$ cat config.mk
export PLATFORM = sky130hd
export DESIGN_NAME = tdc_accum_act
export DESIGN_NICKNAME = d
export VERILOG_FILES = /design/src/rtl/tdcact_pkg.sv /design/src/rtl/tdcact_ctrl.sv /design/src/rtl/tdcact_window.sv /design/src/rtl/tdcact_datapath.sv /design/src/rtl/tdc_accum_act.sv
export SDC_FILE = /design/constraint.sdc
export NUM_CORES = 1
export LEC_CHECK = 0
export CAP_MARGIN = 5
export CORE_ASPECT_RATIO = 0.75
export CORE_UTILIZATION = 33
export DETAILED_ROUTE_END_ITERATION = 8
export DONT_BUFFER_PORTS = 1
export GPL_TIMING_DRIVEN = 1
export PLACE_DENSITY = 0.45
export SYNTH_ARGS = -nofsm -noshare
export SYNTH_HDL_FRONTEND = slang
export SYNTH_SLANG_ARGS = --single-unit
$ cat constraint.sdc
create_clock -name clk -period 5.2 [get_ports clk]
set_clock_uncertainty 0.05 [all_clocks]
set_input_delay 1.04 -clock clk [delete_from_list [all_inputs] [get_ports clk]]
set_output_delay 1.04 -clock clk [all_outputs]
set_load 0.01 [all_outputs]
$ cat src/rtl/tdcact_pkg.sv
package tdcact_pkg;

  localparam int ACT_W = 4;

  typedef enum logic [1:0] {
    ACT_LINEAR  = 2'd0,
    ACT_RELU    = 2'd1,
    ACT_TANH    = 2'd2,
    ACT_SIGMOID = 2'd3
  } actSelT;

  // Strobes issued by the control to the datapath
  typedef struct packed {
    logic cntInc;   // pulse sampled high this edge
    logic cntClr;   // pass closes this edge
    logic accLoad;  // first pass of a group: overwrite accumulator
    logic accAdd;   // later pass: add into accumulator
    logic outLoad;  // form windowed, activated result
  } tdcCtrlT;

  // round(7*tanh(s/2)), s = signed 4-bit input, result two's complement
  function automatic logic [ACT_W-1:0] tanhLut(input logic [ACT_W-1:0] x);
    case (x)
      4'd0:  tanhLut = 4'd0;
      4'd1:  tanhLut = 4'd3;
      4'd2:  tanhLut = 4'd5;
      4'd3:  tanhLut = 4'd6;
      4'd4:  tanhLut = 4'd7;
      4'd5:  tanhLut = 4'd7;
      4'd6:  tanhLut = 4'd7;
      4'd7:  tanhLut = 4'd7;
      4'd8:  tanhLut = 4'h9;
      4'd9:  tanhLut = 4'h9;
      4'd10: tanhLut = 4'h9;
      4'd11: tanhLut = 4'h9;
      4'd12: tanhLut = 4'h9;
      4'd13: tanhLut = 4'hA;
      4'd14: tanhLut = 4'hB;
      default: tanhLut = 4'hD;
    endcase
  endfunction

  // min(15, floor(16*logistic(s/2))), s = signed 4-bit input
  function automatic logic [ACT_W-1:0] sigmoidLut(input logic [ACT_W-1:0] x);
    case (x)
      4'd0:  sigmoidLut = 4'd8;
      4'd1:  sigmoidLut = 4'd9;
      4'd2:  sigmoidLut = 4'd11;
      4'd3:  sigmoidLut = 4'd13;
      4'd4:  sigmoidLut = 4'd14;
      4'd5:  sigmoidLut = 4'd14;
      4'd6:  sigmoidLut = 4'd15;
      4'd7:  sigmoidLut = 4'd15;
      4'd8:  sigmoidLut = 4'd0;
      4'd9:  sigmoidLut = 4'd0;
      4'd10: sigmoidLut = 4'd0;
      4'd11: sigmoidLut = 4'd1;
      4'd12: sigmoidLut = 4'd1;
      4'd13: sigmoidLut = 4'd2;
      4'd14: sigmoidLut = 4'd4;
      default: sigmoidLut = 4'd6;
    endcase
  endfunction

endpackage

$ cat src/rtl/tdcact_ctrl.sv
module tdcact_ctrl
  import tdcact_pkg::*;
#(
  parameter int PASS_W = 2
) (
  input  logic              clk,
  input  logic              rstN,
  input  logic              pulseIn,
  input  logic              clearAcc,
  input  logic [PASS_W-1:0] passCount,
  output tdcCtrlT           ctl
);

  localparam logic [PASS_W-1:0] IDX_MAX = '1;

  logic              pulsePrev;
  logic [PASS_W-1:0] passIdx;
  logic [PASS_W-1:0] nextIdx;
  logic              finalPend;
  logic              passEnd;
  logic              lastPass;

  always_comb begin
    passEnd = pulsePrev & ~pulseIn;
    if (clearAcc)               nextIdx = '0;
    else if (passIdx == IDX_MAX) nextIdx = IDX_MAX;
    else                         nextIdx = passIdx + 1'b1;
    lastPass = passEnd && (nextIdx >= passCount);
  end

  always_ff @(posedge clk) begin
    if (!rstN) begin
      pulsePrev <= 1'b0;
      passIdx   <= '0;
      finalPend <= 1'b0;
    end else begin
      pulsePrev <= pulseIn;
      if (passEnd) passIdx <= nextIdx;
      finalPend <= lastPass;
    end
  end

  always_comb begin
    ctl.cntInc  = pulseIn;
    ctl.cntClr  = passEnd;
    ctl.accLoad = passEnd & clearAcc;
    ctl.accAdd  = passEnd & ~clearAcc;
    ctl.outLoad = finalPend;
  end

  // a result request never repeats on back-to-back cycles
  a_r11_single_final: assert property (@(posedge clk) disable iff (!rstN)
    finalPend |=> !finalPend);

  // a cleared pass restarts the index at zero
  a_r3_idx_restart: assert property (@(posedge clk) disable iff (!rstN)
    (passEnd && clearAcc) |=> (passIdx == '0));

endmodule

$ cat src/rtl/tdcact_window.sv
module tdcact_window
  import tdcact_pkg::*;
#(
  parameter int ACC_W   = 6,
  parameter int SHIFT_W = 3
) (
  input  logic [ACC_W-1:0]   accIn,
  input  logic [SHIFT_W-1:0] shiftAmt,
  input  actSelT             actSel,
  output logic [ACT_W-1:0]   actOut
);

  localparam int MAX_SHIFT = ACC_W - ACT_W;

  logic [ACT_W-1:0] window;

  generate
    if (MAX_SHIFT > 0) begin : g_shift
      localparam logic [SHIFT_W-1:0] SHIFT_LIM = SHIFT_W'(MAX_SHIFT);
      logic [SHIFT_W-1:0] effShift;
      logic [ACC_W-1:0]   shifted;
      always_comb begin
        effShift = (shiftAmt > SHIFT_LIM) ? SHIFT_LIM : shiftAmt;
        shifted  = accIn >> effShift;
        window   = (shifted[ACC_W-1:ACT_W] != '0) ? '1 : shifted[ACT_W-1:0];
      end
    end else begin : g_noshift
      always_comb window = accIn[ACT_W-1:0];
    end
  endgenerate

  always_comb begin
    case (actSel)
      ACT_LINEAR:  actOut = window;
      ACT_RELU:    actOut = window[ACT_W-1] ? '0 : window;
      ACT_TANH:    actOut = tanhLut(window);
      default:     actOut = sigmoidLut(window);
    endcase
  end

endmodule

$ cat src/rtl/tdcact_datapath.sv
module tdcact_datapath
  import tdcact_pkg::*;
#(
  parameter int CNT_W   = 4,
  parameter int ACC_W   = 6,
  parameter int SHIFT_W = 3
) (
  input  logic               clk,
  input  logic               rstN,
  input  tdcCtrlT            ctl,
  input  logic [SHIFT_W-1:0] shiftAmt,
  input  actSelT             actSel,
  output logic [ACT_W-1:0]   resultOut,
  output logic               resultValid
);

  localparam logic [CNT_W-1:0] CNT_MAX = '1;
  localparam logic [ACC_W-1:0] ACC_MAX = '1;

  logic [CNT_W-1:0] cnt;
  logic [ACC_W-1:0] acc;
  logic [ACC_W:0]   accSum;
  logic [ACT_W-1:0] actOut;

  always_comb accSum = {1'b0, acc} + (ACC_W+1)'(cnt);

  always_ff @(posedge clk) begin
    if (!rstN) begin
      cnt <= '0;
    end else if (ctl.cntClr) begin
      cnt <= '0;
    end else if (ctl.cntInc && (cnt != CNT_MAX)) begin
      cnt <= cnt + 1'b1;
    end
  end

  always_ff @(posedge clk) begin
    if (!rstN) begin
      acc <= '0;
    end else if (ctl.accLoad) begin
      acc <= ACC_W'(cnt);
    end else if (ctl.accAdd) begin
      acc <= accSum[ACC_W] ? ACC_MAX : accSum[ACC_W-1:0];
    end
  end

  tdcact_window #(
    .ACC_W  (ACC_W),
    .SHIFT_W(SHIFT_W)
  ) i_window (
    .accIn   (acc),
    .shiftAmt(shiftAmt),
    .actSel  (actSel),
    .actOut  (actOut)
  );

  always_ff @(posedge clk) begin
    if (!rstN) begin
      resultOut   <= '0;
      resultValid <= 1'b0;
    end else begin
      if (ctl.outLoad) resultOut <= actOut;
      resultValid <= ctl.outLoad;
    end
  end

  // a saturated count stays saturated while the pulse is high
  a_r2_cnt_sat: assert property (@(posedge clk) disable iff (!rstN)
    (cnt == CNT_MAX && ctl.cntInc && !ctl.cntClr) |=> (cnt == CNT_MAX));

  // a full accumulator is not disturbed by further additions
  a_r4_acc_sat: assert property (@(posedge clk) disable iff (!rstN)
    (acc == ACC_MAX && ctl.accAdd) |=> (acc == ACC_MAX));

  // adding never lowers the accumulator (no wrap)
  a_r4_no_wrap: assert property (@(posedge clk) disable iff (!rstN)
    ctl.accAdd |=> (acc >= $past(acc)));

  // a first pass puts exactly its count into the accumulator
  a_r3_clear_loads: assert property (@(posedge clk) disable iff (!rstN)
    ctl.accLoad |=> (acc == ACC_W'($past(cnt))));

endmodule

$ cat src/rtl/tdc_accum_act.sv
module tdc_accum_act
  import tdcact_pkg::*;
#(
  parameter int CNT_W   = 4,
  parameter int ACC_W   = 6,
  parameter int PASS_W  = 2,
  parameter int SHIFT_W = 3
) (
  input  logic               clk,
  input  logic               rstN,
  input  logic               pulseIn,
  input  logic               clearAcc,
  input  logic [PASS_W-1:0]  passCount,
  input  logic [SHIFT_W-1:0] shiftAmt,
  input  logic [1:0]         actSel,
  output logic [ACT_W-1:0]   resultOut,
  output logic               resultValid
);

  tdcCtrlT ctl;
  actSelT  actSelE;

  always_comb actSelE = actSelT'(actSel);

  tdcact_ctrl #(
    .PASS_W(PASS_W)
  ) i_ctrl (
    .clk      (clk),
    .rstN     (rstN),
    .pulseIn  (pulseIn),
    .clearAcc (clearAcc),
    .passCount(passCount),
    .ctl      (ctl)
  );

  tdcact_datapath #(
    .CNT_W  (CNT_W),
    .ACC_W  (ACC_W),
    .SHIFT_W(SHIFT_W)
  ) i_datapath (
    .clk        (clk),
    .rstN       (rstN),
    .ctl        (ctl),
    .shiftAmt   (shiftAmt),
    .actSel     (actSelE),
    .resultOut  (resultOut),
    .resultValid(resultValid)
  );

  // a result appears two edges after the edge that saw the pulse fall
  a_r5_valid_after_fall: assert property (@(posedge clk) disable iff (!rstN)
    resultValid |-> (!$past(pulseIn, 2) && $past(pulseIn, 3)));

  // the strobe lasts one cycle
  a_r5_valid_one_cycle: assert property (@(posedge clk) disable iff (!rstN)
    resultValid |=> !resultValid);

  // the rectifier never outputs a negative code
  a_r8_relu_nonneg: assert property (@(posedge clk) disable iff (!rstN)
    (resultValid && $past(actSel) == 2'd1) |-> !resultOut[ACT_W-1]);

endmodule

Word-level counts from Yosys, hierarchy flattened
Memories as Yosys holds them, arrays and structs flattened.
Index checks and enable logic that the tools add are counted.
- bits in registers: 19
- memory bits (read-only): 128
- input port bits: 11
- word-level logic and storage cells: 42
- memories kept: 2
- memories (memory ; depth ; width ; read ports ; clocked after Yosys merged registers in ; wr ports ; RTL line ; RTL):
    (no name shown) ; 16 ; 4 ; 1 ; 0 ; 0 ; tdcact_pkg.sv:23 ; case (x)
    (no name shown) ; 16 ; 4 ; 1 ; 0 ; 0 ; tdcact_pkg.sv:45 ; case (x)
- add/subtract/negate cells: 3
- order comparisons: 2
- eq/ne operators: 4
- shift operators: 1
- muxes and demuxes: 9
- bitwise logic cells: 6
- reductions and logical operators: 7
- operators with widths (cell ; number):
    $mux 4 ; 3
    $pmux 4 s3 ; 1
    $add 6x4->7 ; 1
    $mux 3 ; 2
    $mux 6 ; 1
    $shr 6x3->6 ; 1
    $add 4x1->4 const B ; 1
    $eq 2x2->1 const B ; 2
    $mux 2 ; 2
    $ne 4x4->1 const B ; 1
    $reduce_bool 2->1 ; 2
    $reduce_or 2->1 ; 2
    $and 1x1->1 ; 3
    $gt 3x2->1 const B ; 1
    $not 1->1 ; 3
    $add 2x1->2 const B ; 1
    $eq 2x1->1 const B ; 1
    $ge 2x2->1 ; 1
    $logic_and 1x1->1 ; 2
    $logic_not 2->1 ; 1

Logic depth before layout (Yosys ltp)
Gate-level depths: netlist of the first run.
- word-level depth: 7
- mapped depth: 9
- depth with buffers taken out: 8

Hierarchy
A second synthesis of the first run with hierarchy kept.
- cells, all modules: 165
- area total of the unflattened synthesis: 1417.6 um2
- modules (own cells, without submodules) (module ; times used ; cells each ; area each (um2) ; sequential area each (um2)):
    tdcact_datapath ; 1 ; 85 ; 792.0 ; 300.3
    tdcact_window ; 1 ; 54 ; 394.1 ; 0.0
    tdcact_ctrl ; 1 ; 26 ; 231.5 ; 80.1

Worst setup path before layout of the first run
OpenSTA, ideal clock, no wires.
- path kind: input to register
- from: input port shiftAmt[1]
- to: register i_datapath.resultOut[1]
- setup time: 138 ps
- data arrival time: 2716 ps
- data required time: 5012 ps
- slack: 2296 ps
- stages on the path: 7
- path buffers: 0
- path through: or3_4 -> o32ai_1 -> inv_1 -> ha_1 -> mux2i_1 -> o211ai_1 -> a41oi_1
- word-level cells in the longest chain between the ends: 7
- elaborated cells between the ends (all ways): 9
- classes of those cells: 1 x order compare; 1 x shift; 4 x mux; 1 x reduce/logical; 2 x memory
- RTL lines (element ; RTL line ; RTL):
    start: declaration ; tdc_accum_act.sv:14 ; input logic [SHIFT_W-1:0] shiftAmt,
    $gt 3x2->1 ; tdcact_window.sv:23 ; effShift = (shiftAmt > SHIFT_LIM) ? SHIFT_LIM : shiftAmt;
    $mux 3 * ; tdcact_window.sv:23 ;
    $shr 6x3->6 * ; tdcact_window.sv:24 ; shifted = accIn >> effShift;
    $reduce_bool 2->1 ; tdcact_window.sv:25 ; window = (shifted[ACC_W-1:ACT_W] != '0) ? '1 : shifted[ACT_W-1:0];
    $mux 4 * ; tdcact_window.sv:25 ;
    $mem_v2 16x4 (tied with other cells) ; n/a ;
    $pmux 4 s3 * ; tdcact_window.sv:33 ; case (actSel)
    end signal: assignment ; tdcact_datapath.sv:62 ; if (ctl.outLoad) resultOut <= actOut;
    end: declaration ; tdcact_datapath.sv:13 ; output logic [ACT_W-1:0] resultOut,
Every way passes the cells marked *; elsewhere a longest branch is shown, timed or not.
A chain may end at the register's enable or synchronous reset.

Worst setup path in the final report of the first run
Same ends and word-level chain as after synthesis.

==> flow_metrics.env, run 1 <==
export IMPL_outcome="complete, no violations"
export IMPL_antenna_found_initial=0
export IMPL_yosysTopAreaCellShare_pct=28.33
export IMPL_clk_pin_slew_ps=70
export IMPL_ys_seq_elements=19
export IMPL_cp_buffers_inverters=1
export IMPL_timing_final_crit_share_pct=55.44
export IMPL_drtIter0Drc=103
export IMPL_drc_errors=0
export IMPL_layout_drive_gt1_share_pct=6.135
export IMPL_fin_setup_tns_ps=0
export IMPL_leakage_nw=0.5672
export IMPL_internal_power_mw=0.2191
export IMPL_dp_hpwl_mm=2.375
export IMPL_grt_max_degree=13
export IMPL_antenna_cells=0
export IMPL_synth_area_um2=1343
export IMPL_post_place_cells=211
export IMPL_setup_viol=0
export IMPL_place_gp_congestion=0.8706
export IMPL_initial_core_util_pct=35.52
export IMPL_finalNetCount=188
export IMPL_comb_power_share_pct=12.0
export IMPL_grt_pass1_vias=1010
export IMPL_num_rows=19
export IMPL_postLayoutCellArea_um2=1411
export IMPL_root_buffer="clkbuf_8"
export IMPL_rsz0062_at_grt="false"
export IMPL_syn2layout_area_growth_pct=5.126
export IMPL_h_tree_depth=1
export IMPL_die_w_um=75.65
export IMPL_avgViaCountPerCell=5.279
export IMPL_drv_cap=0
export IMPL_hold_path_class="reg -> reg"
export IMPL_cp_start_kind="input port"
export IMPL_grt_usage_pct=15.42
export IMPL_arrival_ps=2950
export IMPL_cts_setup_buffers=0
export IMPL_power_density_nw_per_um2=206.2
export IMPL_cts_sinks=19
export IMPL_report_final_slew_viol_count=0
export IMPL_final_cell_count_no_fill=215
export IMPL_synth_main_ff_cell="dfxtp_1"
export IMPL_ys_types=41
export IMPL_top_layer_used="met4"
export IMPL_tightest_slew_ps=617.5
export IMPL_wirelength_mm=3.047
export IMPL_async_reset_ff_share_pct=0
export IMPL_avgRoutedWirePerCell_um=14.17
export IMPL_setup_ws_ps=2317
export IMPL_relSlewSlack_pct=58.71
export IMPL_path_class="in -> reg"
export IMPL_first_pass_iters=4
export IMPL_port_buffers=0
export IMPL_yosysSeqAreaShare_pct=28.33
export IMPL_crit_family="compound AO/OA/AOI/OAI gates"
export IMPL_postCtsHoldBufs=0
export IMPL_fmax_mhz=346.9
export IMPL_fin_util_pct=37.34
export IMPL_ys_warn_count=0
export IMPL_ir_worst_vdd_mv=0.1326
export IMPL_cts_tree="done"
export IMPL_period_needed_ps=2883
export IMPL_syn_inst=166
export IMPL_seq_power_share_pct=52.8
export IMPL_clock_latency_ps=250
export IMPL_worst_path_max_delay_cell="o32ai_1"
export IMPL_syn_area_per_cell_um2=8.088
export IMPL_pre_cts_ws_ps=2089
export IMPL_ys_top_cells_by_area="dfxtp_1, ha_1, a21oi_1, nand2_1, o21ai_0"
export IMPL_cts_resized=0
export IMPL_drtAntennaViolNets=0
export IMPL_design_die_area_um2=4330
export IMPL_yosysMostFrequentCell="dfxtp_1"
export IMPL_p_sw_share_pct=24.70
export IMPL_synth_edf_count=0
export IMPL_worstPathCellList="or3_4 -> o32ai_1 -> inv_1 -> ha_1 -> mux2i_1 -> o211ai_1 -> a41oi_1"
export IMPL_worstPathRequired_ps=5270
export IMPL_clockPowerShare_pct=35.2
export IMPL_synth_common_cells="dfxtp_1, nand2_1, a21oi_1, inv_1, ha_1"
export IMPL_pin_count=16
export IMPL_global_route_overflow_total=0
export IMPL_wl_met3_um=239
export IMPL_numCtsBuffers=3
export IMPL_switching_power_mw=0.07187
export IMPL_clockBufferDepth=2
export IMPL_synth_fp_nets=190
export IMPL_placed_cell_area_um2=1366
export IMPL_path_max_fanout=5
export IMPL_dr_wl_met2_mm=1.168
export IMPL_yosysTopAreaCell="dfxtp_1"
export IMPL_critPathMaxStageDelay_ps=580
export IMPL_grt_first_pass_wirelength_mm=4.981
export IMPL_end_kind="flip-flop"
export IMPL_core_um2=3780
export IMPL_die_y_um=57.24
export IMPL_final_hold_viol_count=0
export IMPL_vias=1135
export IMPL_met1_length_mm=1.630
state kept, by name (all words and copies together) (netlist names):
register / count
i_ctrl.finalPend: 1
i_ctrl.passIdx: 2
i_ctrl.pulsePrev: 1
i_datapath.acc: 6
i_datapath.cnt: 4
i_datapath.resultOut: 4
i_datapath.resultValid: 1
final cells by class:
| cell class | count | area [µm²] |
|---|---|---|
| multi-input combinational | 126 | 868.3 |
| clock buffer | 4 | 45.04 |
| fill | 397 | 2369 |
| sequential | 19 | 380.4 |
| tap | 52 | 65.06 |
| inverter | 14 | 52.55 |
placed cells by master, fill, tap and decap left out, drive strengths merged, types with 2 or more instances in the layout:
cell type	instances
o211ai	3
a41oi	2
a21oi	14
mux2	2
nand3b	2
o211a	2
nand2	17
nand2b	5
a211o	2
and2	2
dfxtp	19
clkbuf	4
mux2i	4
nor2	11
nor2b	3
inv	14
xnor2	2
o21ai	11
ha	12
nand3	8
nor3	2
xor2	3
a31oi	3
logic make-up after synthesis:
kind of cell,count (synthesis),share of synthesized area [%]
flip-flops,19,28.33
AND/OR/NAND/NOR,55,20.41
multiplexers,6,4.660
buffers and inverters,21,6.990
XOR/XNOR,5,3.262
AO/OA/AOI/OAI,47,23.67
adder cells (fa/ha/maj),13,12.67
worst register-to-register path, cell delays in order (launching register included):
cell and delay [ps]:
dfxtp_1 390, or3_4 430, o32ai_1 580, inv_1 230, ha_1 350, mux2i_1 70
o211ai_1 200, a41oi_1 120
final timing paths:
check | slack, ps | to | cells past startpoint | start
max | 2320 | i_datapath.resultOut[1] | 7 | shiftAmt[1]
min | 450 | i_ctrl.passIdx[0] | 2 | i_ctrl.passIdx[0]
max reg2reg | 2650 | i_datapath.resultOut[1] | 7 | i_datapath.acc[5]
min reg2reg | 450 | i_ctrl.passIdx[0] | 2 | i_ctrl.passIdx[0]
per-layer routing:
layer	GRT usage, %	vias up
li1	-	582
met1	23.43	518
met2	21.43	33
met3	5.477	2
met4	1.587	0
met5	0	-
power groups by stage:
stage / Sequential (mW) / Clock, mW / Combinational (mW)
CTS: 0.154 / 0.105 / 0.0348
finish: 0.154 / 0.102 / 0.0350
detailed placement: 0.157 / 0 / 0.0345
global route: 0.154 / 0.112 / 0.0399
floorplan: 0.156 / 0 / 0.0322
global placement: 0.157 / 0 / 0.0337
metrics by stage:
step	hold WS (ps)	power (mW)
after floorplan	404.1	0.1878
after global placement	427.3	0.1907
after detailed placement	434.8	0.1916
after CTS	445.6	0.2934
after global routing	477.8	0.3057
final	447.0	0.2910
Power figures use the tool's default switching activity.
==> inputs of run 2 (changes only) <==
--- a/config.mk
+++ b/config.mk
@@ -11,7 +11,7 @@
 export DETAILED_ROUTE_END_ITERATION = 8
 export DONT_BUFFER_PORTS = 1
 export GPL_TIMING_DRIVEN = 1
-export PLACE_DENSITY = 0.45
+export PLACE_DENSITY = 0.46
 export SYNTH_ARGS = -nofsm -noshare
 export SYNTH_HDL_FRONTEND = slang
 export SYNTH_SLANG_ARGS = --single-unit
==> constraint.sdc (replaced) <==
create_clock -name clk -period 2.4 [get_ports clk]
set_clock_uncertainty 0.05 [all_clocks]
set_input_delay 0.48 -clock clk [delete_from_list [all_inputs] [get_ports clk]]
set_output_delay 0.48 -clock clk [all_outputs]
set_load 0.01 [all_outputs]
==> run 2 against run 1 <==
  * Global-route usage increased by 1.3 points
  * Largest cell class unchanged
  * Wire length increased by 5.0%
  * Cell area increased by 3.5%
  * Non-clock buffer count increased by 6
  * Register-to-register slack got worse by 2400 ps
  * First-iteration DRC count decreased by 15%
  * Critical path depth unchanged
  * Hold slack got worse by 160 ps
  * Worst setup slack got worse by 2100 ps
  * Sequential power increased by 110%
==> flow_metrics.env, run 2 (same netlist as run 1, synthesis figures left out) <==
export IMPL_outcome="complete, no violations"
export IMPL_drtIter0Drc=88
export IMPL_timing_rr_start="i_datapath.acc[5]"
export IMPL_grt_pass1_vias=1140
export IMPL_path_class="reg -> reg"
export IMPL_h_tree_depth=1
export IMPL_relSlewSlack_pct=60.36
export IMPL_clock_latency_ps=260
export IMPL_worst_path_max_delay_cell="o32a_2"
export IMPL_grt_max_degree=13
export IMPL_initial_core_util_pct=35.52
export IMPL_mostFrequentLayoutCells="dfxtp_1, nand2_1, inv_1, a21oi_1, ha_1"
export IMPL_place_gp_congestion=0.9114
export IMPL_timing_final_crit_share_pct=89.91
export IMPL_core_um2=3780
export IMPL_die_y_um=57.24
export IMPL_largest_reg_flops=6
export IMPL_rsz0062_at_grt="false"
export IMPL_cp_start_kind="flip-flop"
export IMPL_hold_path_class="in -> reg"
export IMPL_worstPathCellList="or3_4 -> o32a_2 -> inv_1 -> ha_1 -> mux2i_1 -> a221o_1 -> a41oi_2"
export IMPL_placed_cell_area_um2=1411
export IMPL_cts_setup_buffers=0
export IMPL_regMostFlops="i_datapath.acc"
export IMPL_drv_cap=0
export IMPL_cp_buffers_inverters=1
export IMPL_critPathMaxStageDelay_ps=440
export IMPL_postLayoutCellArea_um2=1460
export IMPL_port_buffers=0
export IMPL_leakage_nw=0.5950
export IMPL_layout_drive_gt1_share_pct=10.06
export IMPL_final_common_cell="dfxtp_1"
export IMPL_root_buffer="clkbuf_8"
export IMPL_die_w_um=75.65
export IMPL_tightest_slew_ps=594.6
export IMPL_arrival_ps=2290
export IMPL_power_density_nw_per_um2=440.8
export IMPL_dp_hpwl_mm=2.454
export IMPL_grt_usage_pct=16.76
export IMPL_setup_viol=0
export IMPL_antenna_cells=0
export IMPL_drc_errors=0
export IMPL_fmax_mhz=463.4
export IMPL_ir_worst_vdd_mv=0.3009
export IMPL_worstPathRequired_ps=2540
export IMPL_avgViaCountPerCell=5.353
export IMPL_antenna_found_initial=0
export IMPL_report_final_slew_viol_count=0
export IMPL_grt_first_pass_wirelength_mm=5.464
export IMPL_wirelength_mm=3.199
export IMPL_fin_setup_tns_ps=0
export IMPL_min_from="pulseIn"
export IMPL_period_needed_ps=2158
export IMPL_global_route_overflow_total=0
export IMPL_first_pass_iters=4
export IMPL_avgRoutedWirePerCell_um=14.48
export IMPL_end_kind="flip-flop"
export IMPL_design_die_area_um2=4330
export IMPL_drtAntennaViolNets=0
export IMPL_cts_tree="done"
export IMPL_pin_count=16
export IMPL_postCtsHoldBufs=0
export IMPL_vias=1183
export IMPL_cts_sinks=19
export IMPL_clk_pin_slew_ps=80
export IMPL_numCtsBuffers=3
export IMPL_cts_resized=0
export IMPL_finalNetCount=194
export IMPL_clockBufferDepth=2
export IMPL_final_hold_viol_count=0
export IMPL_worstSetupStartpoint="i_datapath.acc[5]"
export IMPL_top_regs="i_datapath.acc x6, i_datapath.cnt x4, i_datapath.resultOut x4"
export IMPL_syn2layout_area_growth_pct=8.760
export IMPL_num_rows=19
export IMPL_path_max_fanout=6
export IMPL_crit_family="compound AO/OA/AOI/OAI gates"
## run 2: cell count changes in the layout (fill, tap and decap cells not counted)
cell / before / now
buf_4: 0 / 6
clkbuf_1: 1 / 0
clkinvlp_4: 0 / 1
## run 2: through the flow
stage | cells | util, % | power [mW] | hold slack (ps) | setup WS [ps]
floorplan | 166 | - | 0.4070 | 404.1 | 55.99
global placement | 217 | 37.34 | 0.4190 | 425.9 | 165.4
detailed placement | 217 | 37.34 | 0.4218 | 432.0 | 105.9
CTS | 221 | 38.63 | 0.6578 | 279.6 | 251.1
global route | 221 | 38.63 | 0.6835 | 291.1 | 101.8
finish | 221 | 38.63 | 0.6436 | 287.4 | 242.1
## run 2: final cells by class
type,count,area (µm²)
clock buffer,3,41.29
multi-input combinational,126,868.3
inverter,14,52.55
clock inverter,1,7.507
tap,52,65.06
timing repair buffer,6,45.04
fill,398,2320
sequential,19,380.4
## run 2: worst reg2reg max path, delay by kind of cell (launching register included)
family | cells | cell delay [ps]
AOI/OAI and AO/OA | 3 | 970
adders and majority gates | 1 | 150
buffers and inverters | 1 | 130
DFF | 1 | 320
muxes | 1 | 80
and+or+nand+nor | 1 | 400
## run 2: path summary, 6_finish.rpt
check                             to  slack (ps)  cells past startpoint
max          i_datapath.resultOut[0]         240                      7
max reg2reg  i_datapath.resultOut[0]         240                      7
min reg2reg        i_ctrl.passIdx[1]         470                      2
min                 i_ctrl.pulsePrev         290                      1
## run 2: report_power, final
| part | switching (mW) | leakage [nW] | internal (mW) |
|---|---|---|---|
| logic | 0.0459 | 0.419 | 0.0382 |
| clock network | 0.111 | 0.0217 | 0.117 |
| registers | 0.00813 | 0.154 | 0.323 |
## run 2: per-layer routing
layer  wire [µm]  track usage [%]
met1        1645            25.49
met2        1283            22.83
met3         266            6.184
met4           4            2.381
met5           0                0
